===== config.mk =====
export PLATFORM = sky130hd
export DESIGN_NAME = dqspi_ctrl
export DESIGN_NICKNAME = d
export VERILOG_FILES = /design/src/rtl/dqspi_pkg.sv /design/src/rtl/dqspi_req_check.sv /design/src/rtl/dqspi_seq.sv /design/src/rtl/dqspi_dpath.sv /design/src/rtl/dqspi_ctrl.sv
export SDC_FILE = /design/constraint.sdc
export NUM_CORES = 1
export LEC_CHECK = 0
export BUFFER_PORTS_ARGS = -buffer_cell sky130_fd_sc_hd__buf_2
export CAP_MARGIN = 20
export CORE_MARGIN = 3
export CORE_UTILIZATION = 50
export CTS_CLUSTER_DIAMETER = 80
export CTS_CLUSTER_SIZE = 20
export DETAILED_ROUTE_END_ITERATION = 10
export PLACE_DENSITY = 0.71
export SETUP_SLACK_MARGIN = 0.1
export SLEW_MARGIN = 20
export SYNTH_ARGS = -nofsm -noshare
export SYNTH_HDL_FRONTEND = slang
export SYNTH_SLANG_ARGS = --single-unit

===== constraint.sdc =====
create_clock -name clk -period 8.18 [get_ports clk]
set_clock_uncertainty 0.1 [all_clocks]
set_input_delay 1.636 -clock clk [delete_from_list [all_inputs] [get_ports clk]]
set_output_delay 1.636 -clock clk [all_outputs]
set_load 0.005 [all_outputs]

===== src/rtl/dqspi_pkg.sv =====
package dqspi_pkg;

  typedef enum logic [1:0] {
    SEG_BOOT,
    SEG_HDR,
    SEG_TURN,
    SEG_DATA
  } seg_t;

  typedef enum logic [1:0] {
    ST_LAUNCH,
    ST_RUN,
    ST_IDLE
  } st_t;

  localparam logic [7:0] CMD_QUAD  = 8'h38;
  localparam logic [7:0] CMD_WRITE = 8'h02;
  localparam logic [7:0] CMD_READ  = 8'h03;

  localparam int HDR_BEATS  = 8;
  localparam int BOOT_BEATS = 8;

  function automatic logic [2:0] size_bytes(input logic [1:0] code);
    case (code)
      2'd0:    size_bytes = 3'd1;
      2'd1:    size_bytes = 3'd2;
      2'd2:    size_bytes = 3'd4;
      default: size_bytes = 3'd0;
    endcase
  endfunction

endpackage


===== src/rtl/dqspi_req_check.sv =====
module dqspi_req_check #(
  parameter int ADDR_W   = 24,
  parameter int DIE_LOG2 = 18
) (
  input  logic [ADDR_W-1:0] addr,
  input  logic [1:0]        size,
  output logic              legal
);
  import dqspi_pkg::*;

  localparam logic [DIE_LOG2:0] DIE_BYTES = {1'b1, {DIE_LOG2{1'b0}}};

  logic [2:0]        nbytes;
  logic [DIE_LOG2:0] end_off;

  always_comb begin
    nbytes  = size_bytes(size);
    end_off = {1'b0, addr[DIE_LOG2-1:0]} + (DIE_LOG2+1)'(nbytes);
    legal   = (nbytes != 3'd0) && (end_off <= DIE_BYTES);
  end

endmodule


===== src/rtl/dqspi_seq.sv =====
module dqspi_seq #(
  parameter int TURN_BEATS = 2,
  parameter int BEAT_W     = 3
) (
  input  logic                  clk,
  input  logic                  rst_n,
  input  logic                  start,
  input  logic                  wr,
  input  logic [BEAT_W-1:0]     data_last,
  output logic                  cs_n,
  output logic                  sclk,
  output logic                  oe,
  output logic                  ready,
  output logic                  done,
  output dqspi_pkg::seg_t       seg,
  output logic [BEAT_W-1:0]     beat,
  output logic                  adv,
  output logic                  sample
);
  import dqspi_pkg::*;

  st_t               st;
  logic              hi;
  logic              wr_q;
  logic [BEAT_W-1:0] dlast_q;
  logic              seg_last;

  always_comb begin
    case (seg)
      SEG_BOOT: seg_last = (beat == BEAT_W'(BOOT_BEATS-1));
      SEG_HDR:  seg_last = (beat == BEAT_W'(HDR_BEATS-1));
      SEG_TURN: seg_last = (beat == BEAT_W'(TURN_BEATS-1));
      default:  seg_last = (beat == dlast_q);
    endcase
  end

  assign sclk   = hi;
  assign ready  = (st == ST_IDLE);
  assign adv    = (st == ST_RUN) && hi && !seg_last;
  assign sample = (st == ST_RUN) && !hi && (seg == SEG_DATA) && !wr_q;
  assign oe     = (st == ST_RUN) &&
                  ((seg == SEG_BOOT) || (seg == SEG_HDR) ||
                   ((seg == SEG_DATA) && wr_q));

  always_ff @(posedge clk) begin
    if (!rst_n) begin
      st      <= ST_LAUNCH;
      cs_n    <= 1'b1;
      hi      <= 1'b0;
      seg     <= SEG_BOOT;
      beat    <= '0;
      done    <= 1'b0;
      wr_q    <= 1'b0;
      dlast_q <= '0;
    end else begin
      done <= 1'b0;
      case (st)
        ST_LAUNCH: begin
          st   <= ST_RUN;
          cs_n <= 1'b0;
          seg  <= SEG_BOOT;
          beat <= '0;
          hi   <= 1'b0;
        end
        ST_IDLE: begin
          if (start) begin
            st      <= ST_RUN;
            cs_n    <= 1'b0;
            seg     <= SEG_HDR;
            beat    <= '0;
            hi      <= 1'b0;
            wr_q    <= wr;
            dlast_q <= data_last;
          end
        end
        default: begin
          if (!hi) begin
            hi <= 1'b1;
          end else begin
            hi <= 1'b0;
            if (!seg_last) begin
              beat <= beat + 1'b1;
            end else begin
              beat <= '0;
              case (seg)
                SEG_BOOT: begin
                  st   <= ST_IDLE;
                  cs_n <= 1'b1;
                end
                SEG_HDR:  seg <= wr_q ? SEG_DATA : SEG_TURN;
                SEG_TURN: seg <= SEG_DATA;
                default: begin
                  st   <= ST_IDLE;
                  cs_n <= 1'b1;
                  done <= 1'b1;
                end
              endcase
            end
          end
        end
      endcase
    end
  end

endmodule


===== src/rtl/dqspi_dpath.sv =====
module dqspi_dpath #(
  parameter int ADDR_W = 24,
  parameter int BEAT_W = 3
) (
  input  logic                clk,
  input  logic                rst_n,
  input  logic                start,
  input  logic                wr,
  input  logic                single,
  input  logic [ADDR_W-1:0]   addr,
  input  logic [31:0]         wdata,
  input  dqspi_pkg::seg_t     seg,
  input  logic [BEAT_W-1:0]   beat,
  input  logic                adv,
  input  logic                sample,
  input  logic [7:0]          din,
  output logic [7:0]          dout,
  output logic [31:0]         rdata
);
  import dqspi_pkg::*;

  logic [7:0]  boot_sr;
  logic [31:0] hdr_sr;
  logic [31:0] wr_sr;
  logic        single_q;
  logic [4:0]  lane_off;
  logic        take;

  assign lane_off = {beat[1:0], 3'b000};
  assign take     = sample && (!single_q || (beat == '0));

  always_comb begin
    case (seg)
      SEG_BOOT: dout = {3'b000, boot_sr[7], 3'b000, boot_sr[7]};
      SEG_HDR:  dout = {hdr_sr[31:28], hdr_sr[31:28]};
      SEG_DATA: dout = wr_sr[7:0];
      default:  dout = 8'h00;
    endcase
  end

  always_ff @(posedge clk) begin
    if (!rst_n) begin
      boot_sr  <= CMD_QUAD;
      hdr_sr   <= '0;
      wr_sr    <= '0;
      single_q <= 1'b0;
      rdata    <= '0;
    end else if (start) begin
      hdr_sr   <= {wr ? CMD_WRITE : CMD_READ, 24'(addr)};
      wr_sr    <= wdata;
      single_q <= single;
      rdata    <= '0;
    end else begin
      if (adv) begin
        case (seg)
          SEG_BOOT: boot_sr <= {boot_sr[6:0], 1'b0};
          SEG_HDR:  hdr_sr  <= {hdr_sr[27:0], 4'h0};
          SEG_DATA: if (!single_q) wr_sr <= {8'h00, wr_sr[31:8]};
          default: ;
        endcase
      end
      if (take) rdata[lane_off +: 8] <= din;
    end
  end

endmodule


===== src/rtl/dqspi_ctrl.sv =====
module dqspi_ctrl #(
  parameter int ADDR_W     = 24,
  parameter int DIE_LOG2   = 18,
  parameter int TURN_BEATS = 2
) (
  input  logic              clk,
  input  logic              rst_n,
  input  logic              req_valid,
  output logic              req_ready,
  input  logic              req_write,
  input  logic [1:0]        req_size,
  input  logic [ADDR_W-1:0] req_addr,
  input  logic [31:0]       req_wdata,
  output logic              rsp_done,
  output logic              rsp_err,
  output logic [31:0]       rsp_rdata,
  output logic              spi_cs_n,
  output logic              spi_sclk,
  output logic              spi_oe,
  output logic [7:0]        spi_dout,
  input  logic [7:0]        spi_din
);
  import dqspi_pkg::*;

  localparam int BEAT_W = (TURN_BEATS > 8) ? $clog2(TURN_BEATS) : 3;

  logic              legal;
  logic              accept;
  logic              start;
  logic              seq_done;
  logic              err_q;
  logic [BEAT_W-1:0] data_last;
  seg_t              seg;
  logic [BEAT_W-1:0] beat;
  logic              adv;
  logic              sample;

  assign accept    = req_valid && req_ready;
  assign start     = accept && legal;
  assign data_last = (req_size == 2'd2) ? BEAT_W'(3) : BEAT_W'(1);

  dqspi_req_check #(.ADDR_W(ADDR_W), .DIE_LOG2(DIE_LOG2)) i_check (
    .addr  (req_addr),
    .size  (req_size),
    .legal (legal)
  );

  dqspi_seq #(.TURN_BEATS(TURN_BEATS), .BEAT_W(BEAT_W)) i_seq (
    .clk       (clk),
    .rst_n     (rst_n),
    .start     (start),
    .wr        (req_write),
    .data_last (data_last),
    .cs_n      (spi_cs_n),
    .sclk      (spi_sclk),
    .oe        (spi_oe),
    .ready     (req_ready),
    .done      (seq_done),
    .seg       (seg),
    .beat      (beat),
    .adv       (adv),
    .sample    (sample)
  );

  dqspi_dpath #(.ADDR_W(ADDR_W), .BEAT_W(BEAT_W)) i_dpath (
    .clk    (clk),
    .rst_n  (rst_n),
    .start  (start),
    .wr     (req_write),
    .single (req_size == 2'd0),
    .addr   (req_addr),
    .wdata  (req_wdata),
    .seg    (seg),
    .beat   (beat),
    .adv    (adv),
    .sample (sample),
    .din    (spi_din),
    .dout   (spi_dout),
    .rdata  (rsp_rdata)
  );

  always_ff @(posedge clk) begin
    if (!rst_n) err_q <= 1'b0;
    else        err_q <= accept && !legal;
  end

  assign rsp_err  = err_q;
  assign rsp_done = seq_done | err_q;

endmodule


Yosys cells after proc, flatten, opt, wreduce, memory -nomap -nowiden
Index checks and enable logic that the tools add are counted.

Order comparisons: 1. Multiplexer cells: 35. Equality and inequality tests: 13. Bitwise operators: 5. Shift-type cells: 2. Add/subtract/negate cells: 3. Reduce and logical (&&, ||, !) cells: 43.

Operators by type and width (number): two-way mux 32 bit (7); bitwise mux 32 bit (1); variable shift 8 x 7 -> 32 bit (first input constant) (1); indexed part select 8 x 7 -> 32 bit (1); one-hot mux 8 bit (3 select lines) (1); adder 18 x 3 -> 19 bit (1); <= comparator 19 bit (second input constant) (1); two-way mux 2 bit (7); logical AND 1 bit (12); one-hot mux 2 bit (2 select lines) (3); two-way mux 3 bit (3); one-hot mux 3 bit (3 select lines) (1); nonzero test 3 bit (3); equality test 2 bit (second input constant) (4); two-way mux 1 bit (8); AND reduction 4 bit (2); negator 5 -> 7 bit (1); equality test 2 x 1 -> 1 bit (second input constant) (3); logical NOT 2 bit (3); one-hot mux 1 bit (2 select lines) (3); one-hot mux 3 bit (2 select lines) (1); AND reduction 2 bit (3); AND reduction 3 bit (2); nonzero test 2 bit (3); other kinds (15) (27).

Bits in registers: 117. Output and inout bits: 46.

Depth between registers and ports, before layout
Depth after elaboration: 8. Gate-level depth with buffers: 13. Depth with buffers taken out: 11.

By module
From an unflattened synthesis, not the netlist that was laid out.

Cell total of the unflattened synthesis: 676. Area, all modules: 5751.8 um2.

By module, submodules not included: dqspi_dpath (area each 4541.9 um2, cells an instance 529, instances 1); dqspi_seq (area each 810.8 um2, cells an instance 92, instances 1); dqspi_req_check (area each 337.8 um2, cells an instance 47, instances 1); dqspi_ctrl (area each 61.3 um2, cells an instance 8, instances 1).

Worst setup path before layout
OpenSTA, ideal clock, no wires.

Kind: input to register. Start point: input port req_size[1]. End point: register i_dpath.hdr_sr[12]. Buffers on the path: 2. Setup time: 146 ps. Arrival time: 3949 ps. Slack: 3985 ps. Stages on the path: 13. Cells stage by stage: nor2_1 ha_1 fa_1 a21oi_1 nor4b_2 xnor2_1 nand4_1 o41ai_2 nand4_1 buf_4 buf_2 nor2_1 a211oi_2.

Cells in the longest elaborated chain, start to end: 8. Elaborated cells between the ends (all ways): 13. Classes of those cells: add/sub (1); order compare (1); eq/ne (2); mux (2); reduce/logical (7).

RTL lines: start, declared (RTL line dqspi_ctrl.sv:11) `input logic [1:0] req_size,`; equality test 2 bit, or another cell as far along (RTL line dqspi_pkg.sv:24) `case (code)`; one-hot mux 3 bit (3 select lines) * (RTL line dqspi_pkg.sv:24); adder 18 x 3 -> 19 bit (RTL line dqspi_req_check.sv:18) `end_off = {1'b0, addr[DIE_LOG2-1:0]} + (DIE_LOG2+1)'(nbytes);`; <= comparator 19 bit (RTL line dqspi_req_check.sv:19) `legal = (nbytes != 3'd0) && (end_off <= DIE_BYTES);`; logical AND 1 bit * (RTL line dqspi_req_check.sv:19); logical AND 1 bit * (RTL line dqspi_ctrl.sv:39) `assign start = accept && legal;`; nonzero test 2 bit (no source line); AND reduction 2 bit (no source line); end signal, assigned (RTL line dqspi_dpath.sv:49) `hdr_sr <= {wr ? CMD_WRITE : CMD_READ, 24'(addr)};`; end signal, assigned (RTL line dqspi_dpath.sv:57) `SEG_HDR: hdr_sr <= {hdr_sr[27:0], 4'h0};`; end, declared (RTL line dqspi_dpath.sv:23) `logic [31:0] hdr_sr;`.

Mark *: on every way between the ends. The rest lies on a longest branch, timed or not. A chain may end at the register's enable or synchronous reset.

Worst setup path after layout
Start point: input port req_size[1]. End point: register i_dpath.wr_sr[2].

Cells in the longest elaborated chain, start to end: 8. Elaborated cells between the ends (all ways): 14. Classes of those cells: add/sub (1); order compare (1); eq/ne (3); mux (2); reduce/logical (7).

RTL lines: equality test 2 bit, or another cell as far along (RTL line dqspi_pkg.sv:24); one-hot mux 3 bit (3 select lines) * (RTL line dqspi_pkg.sv:24); adder 18 x 3 -> 19 bit (RTL line dqspi_req_check.sv:18); <= comparator 19 bit (RTL line dqspi_req_check.sv:19); logical AND 1 bit * (RTL line dqspi_req_check.sv:19); logical AND 1 bit * (RTL line dqspi_ctrl.sv:39); inequality test 2 x 1 -> 1 bit (no source line) / nonzero test 2 bit (equally long branches); AND reduction 3 bit (no source line); end signal, assigned (RTL line dqspi_dpath.sv:50) `wr_sr <= wdata;`; end signal, assigned (RTL line dqspi_dpath.sv:58) `SEG_DATA: if (!single_q) wr_sr <= {8'h00, wr_sr[31:8]};`; end, declared (RTL line dqspi_dpath.sv:24) `logic [31:0] wr_sr;`.

Marks and branches as above.

==> metrics <==
slowest cell on the critical path and4_1; crit-path most repeated cell a21oi_1; HPWL after DPL ~9400 µm; area share of and/or/nand/nor cells after synthesis about 22%; MaxCap Viol Count 0; hold path cells 2; Post-synth EDFFs 0; Critical Path Source req_size[1]; CTS max path bufs 2; most common cell after layout, fill and taps aside dfxtp_1; Syn. warnings 0; fill cell count 877; Synth Flop Type dfxtp_1; nets@finish about 810; Slew HR 28.7%; Setup Crit Path Kind in2reg; f_max roughly 220 MHz; vias after detailed routing ~5,000; CP Data Required Time around 8.5 ns; switching share of power a little under a quarter; reg-to-reg endpoint i_dpath.hdr_sr[24]$_SDFFE_PN0P_; mux contribution to synthesized area roughly 6.4%; pin count of the biggest net entering global routing 94; share of post-route cells with drive strength above 1 26.5%; initial antenna violation count 2; Synthesized Nets between 700 and 800; WP data arrival roughly 5.0 ns; Detailed Route Iter0 Violations 414; Slew Viols, Final 0; area share of xor/xnor cells in the synthesized design 0.960%; Comb pwr share under 10%; CTS H-tree depth 4; number of vias per cell roughly 5.7; adder-cell share of the synthesized area 3.11%; placement row count 37; Die Span Y between 100 and 150 µm; total grt overflow 0; Clk Latency, worst-skew pair between 0.5 and 0.6 ns; Reg clk slew, reported paths roughly 0.06 ns; mapped cell area between 0.005 and 0.006 mm²; gate count after technology mapping about 630; PwrDens 209 mW/mm²; Async SR Flop Fraction 0%; Final Setup Violations 0; cell-internal power around 1.1 mW; clock sinks about 120; R2R Path Start i_seq.seg[1]$_SDFFE_PN0P_; Critical Path, Cell by Cell buf_2 -> nor2_1 -> ha_1 -> fa_1 -> a21oi_1 -> nor4b_2 -> xnor2_1 -> nand4_1 -> o41ai_2 -> and4_1 -> a22oi_1 -> a21oi_1; vias in the first global route ~4,700; Starting Density between 50% and 60%; Worst Reg-to-Reg Cells 10; area grow syn2layout 20.9%; CTS tree yes; Net Switching 0.319 mW; crit path launch type input port; routability cong. about 0.94; setup tns final 0 ns; Crit path largest cell delay 0.92 ns; Die Span X about 110 µm; Clock power frac a little over half; launch point of the worst hold path i_dpath.rdata[12]$_SDFFE_PP0P_; first-pass GRT wire length about 23,000 µm; Least-Margin Pin Slew approximately 1.1 ns; largest family of logic cells by synthesized area simple AND/OR/NAND/NOR gates; Total GRT Usage roughly 22%; final routed DRC violation total 0; PostCTS Resize Cnt 0; compound-cell area share of the yosys netlist 20.4%; Final ANT Viol Nets 0; clock period minus final worst setup slack between 4 and 5 ns; # hold bufs at CTS 0; CP Buf/Inv Count 1; post-CTS setup buffers 0; post-synthesis sequential area ratio roughly 42%; Seq cells post-synth 116; Syn Area/Cell 8.68 µm²; root buf cell clkbuf_8; Num CTS Buffers 17; Peak supply drop 0.114 mV; flop2flop setup slack 4.80 ns; final worst path period share 56.6%; IO Pins around 120; total die area between 0.01 and 0.015 mm²; LEAKAGE ~2.8 nW; Ant. Diodes 0; drt total wl approximately 14,000 µm; status finished, final reports clean; Reg power frac 41.1%; total power 1.38 mW; most frequent cells in the layout 116 x dfxtp_1, 115 x buf_2, 102 x nand2_1; worst hold path type reg2reg; IO Port Bufs about 120; Worst Path Max Fanout 26; area of the core ~0.011 mm²; drt pass-1 iters 5; worst hold path endpoint i_dpath.rdata[12]$_SDFFE_PP0P_; Crit path max-delay family simple AND/OR/NAND/NOR gates; critical path endpoint category register; DR WL/cell about 16 µm; Yosys cell types 54; RSZ-0062 raised after global routing false; Final Hold Violating Endpoints 0
-- state kept, by name, summed over array words and instances (netlist names) --
register / cells
i_seq.sclk: 1
i_dpath.hdr_sr: 32
i_seq.seg: 2
i_seq.dlast_q: 2
i_seq.done: 1
i_dpath.single_q: 1
i_seq.cs_n: 1
i_seq.beat: 3
i_seq.wr_q: 1
i_dpath.wr_sr: 32
i_dpath.rdata: 32
i_seq.st: 2
rsp_err: 1
i_dpath.boot_sr: 5
-- kinds of logic after synthesis --
group / Yosys count
DFF: 116
adders and majority gates: 13
muxes: 35
and+or+nand+nor: 263
xor gates and xnor gates: 6
AOI/OAI and AO/OA: 145
buffers and inverters: 53
-- through the flow --
step | area, µm² | instances | util, % | setup WS (ns) | hold WS [ns]
2_1_floorplan | 5480 | 631 | - | 3.98 | 0.322
3_3_place_gp | 6010 | 841 | 57.2 | 3.20 | 0.334
3_5_place_dp | 6010 | 841 | 57.2 | 3.04 | 0.342
4_1_cts | 6620 | 873 | 63.0 | 3.59 | 0.351
5_1_grt | 6620 | 873 | 63.0 | 3.29 | 0.370
6_report | 6620 | 873 | 63.0 | 3.55 | 0.351
-- final cells by class --
type	instances	area [µm²]	area share (%)
Multi-Input combinational cell	462	2890	43.7
Tap cell	136	170	2.57
Clock buffer	18	428	6.46
Clock inverter	14	176	2.66
Sequential cell	116	2320	35.1
Inverter	9	33.8	0.510
Timing Repair Buffer	118	598	9.03
-- worst min-delay path, cell delays in order, from the launching register on --
cell	delay (ns)
dfxtp_1	0.31
nand2_1	0.05
a21oi_1	0.05
-- worst max-delay path by stage --
stage                                 endpoint  slack [ns]  cells past startpoint
6_report         i_dpath.wr_sr[2]$_SDFFE_PN0P_        3.55                     12
4_1_cts        i_dpath.hdr_sr[26]$_SDFFE_PN0P_        3.59                     12
3_3_place_gp     i_dpath.single_q$_SDFFE_PN0P_        3.20                     12
5_1_grt         i_dpath.wr_sr[14]$_SDFFE_PN0P_        3.29                     12
3_5_place_dp   i_dpath.hdr_sr[31]$_SDFFE_PN0P_        3.04                     12
2_1_floorplan  i_dpath.hdr_sr[12]$_SDFFE_PN0P_        3.98                     13
-- power groups by stage --
stage	sequential, mW	clock, mW	combinational (mW)
after floorplan	0.580	0	0.0301
after global placement	0.581	0	0.0590
after detailed placement	0.581	0	0.0604
after CTS	0.569	0.763	0.0609
after global routing	0.569	0.787	0.0672
final	0.569	0.754	0.0616
-- Yosys cell counts, types with 5 or more instances --
cell      number  area [µm²]
a211oi_2      22         275
a21oi_1       76         380
a22oi_1       11        82.6
a311oi_2      14         210
and2_1         5        31.3
buf_2         13        65.1
buf_6          5        56.3
clkbuf_1      19        71.3
dfxtp_1      116        2320
ha_1          12         150
inv_1          8        30.0
mux2i_1       35         350
nand2_1      103         387
nand3_1       61         305
nor2_1        60         225
nor2b_1        7        43.8
-- routing by layer --
metal | track usage (%) | routed length, µm
met1 | 28.6 | 6250
met2 | 35.3 | 6380
met3 | 6.50 | 957
met4 | 7.31 | 174
met5 | 0 | 27
Power figures use the tool's default switching activity.
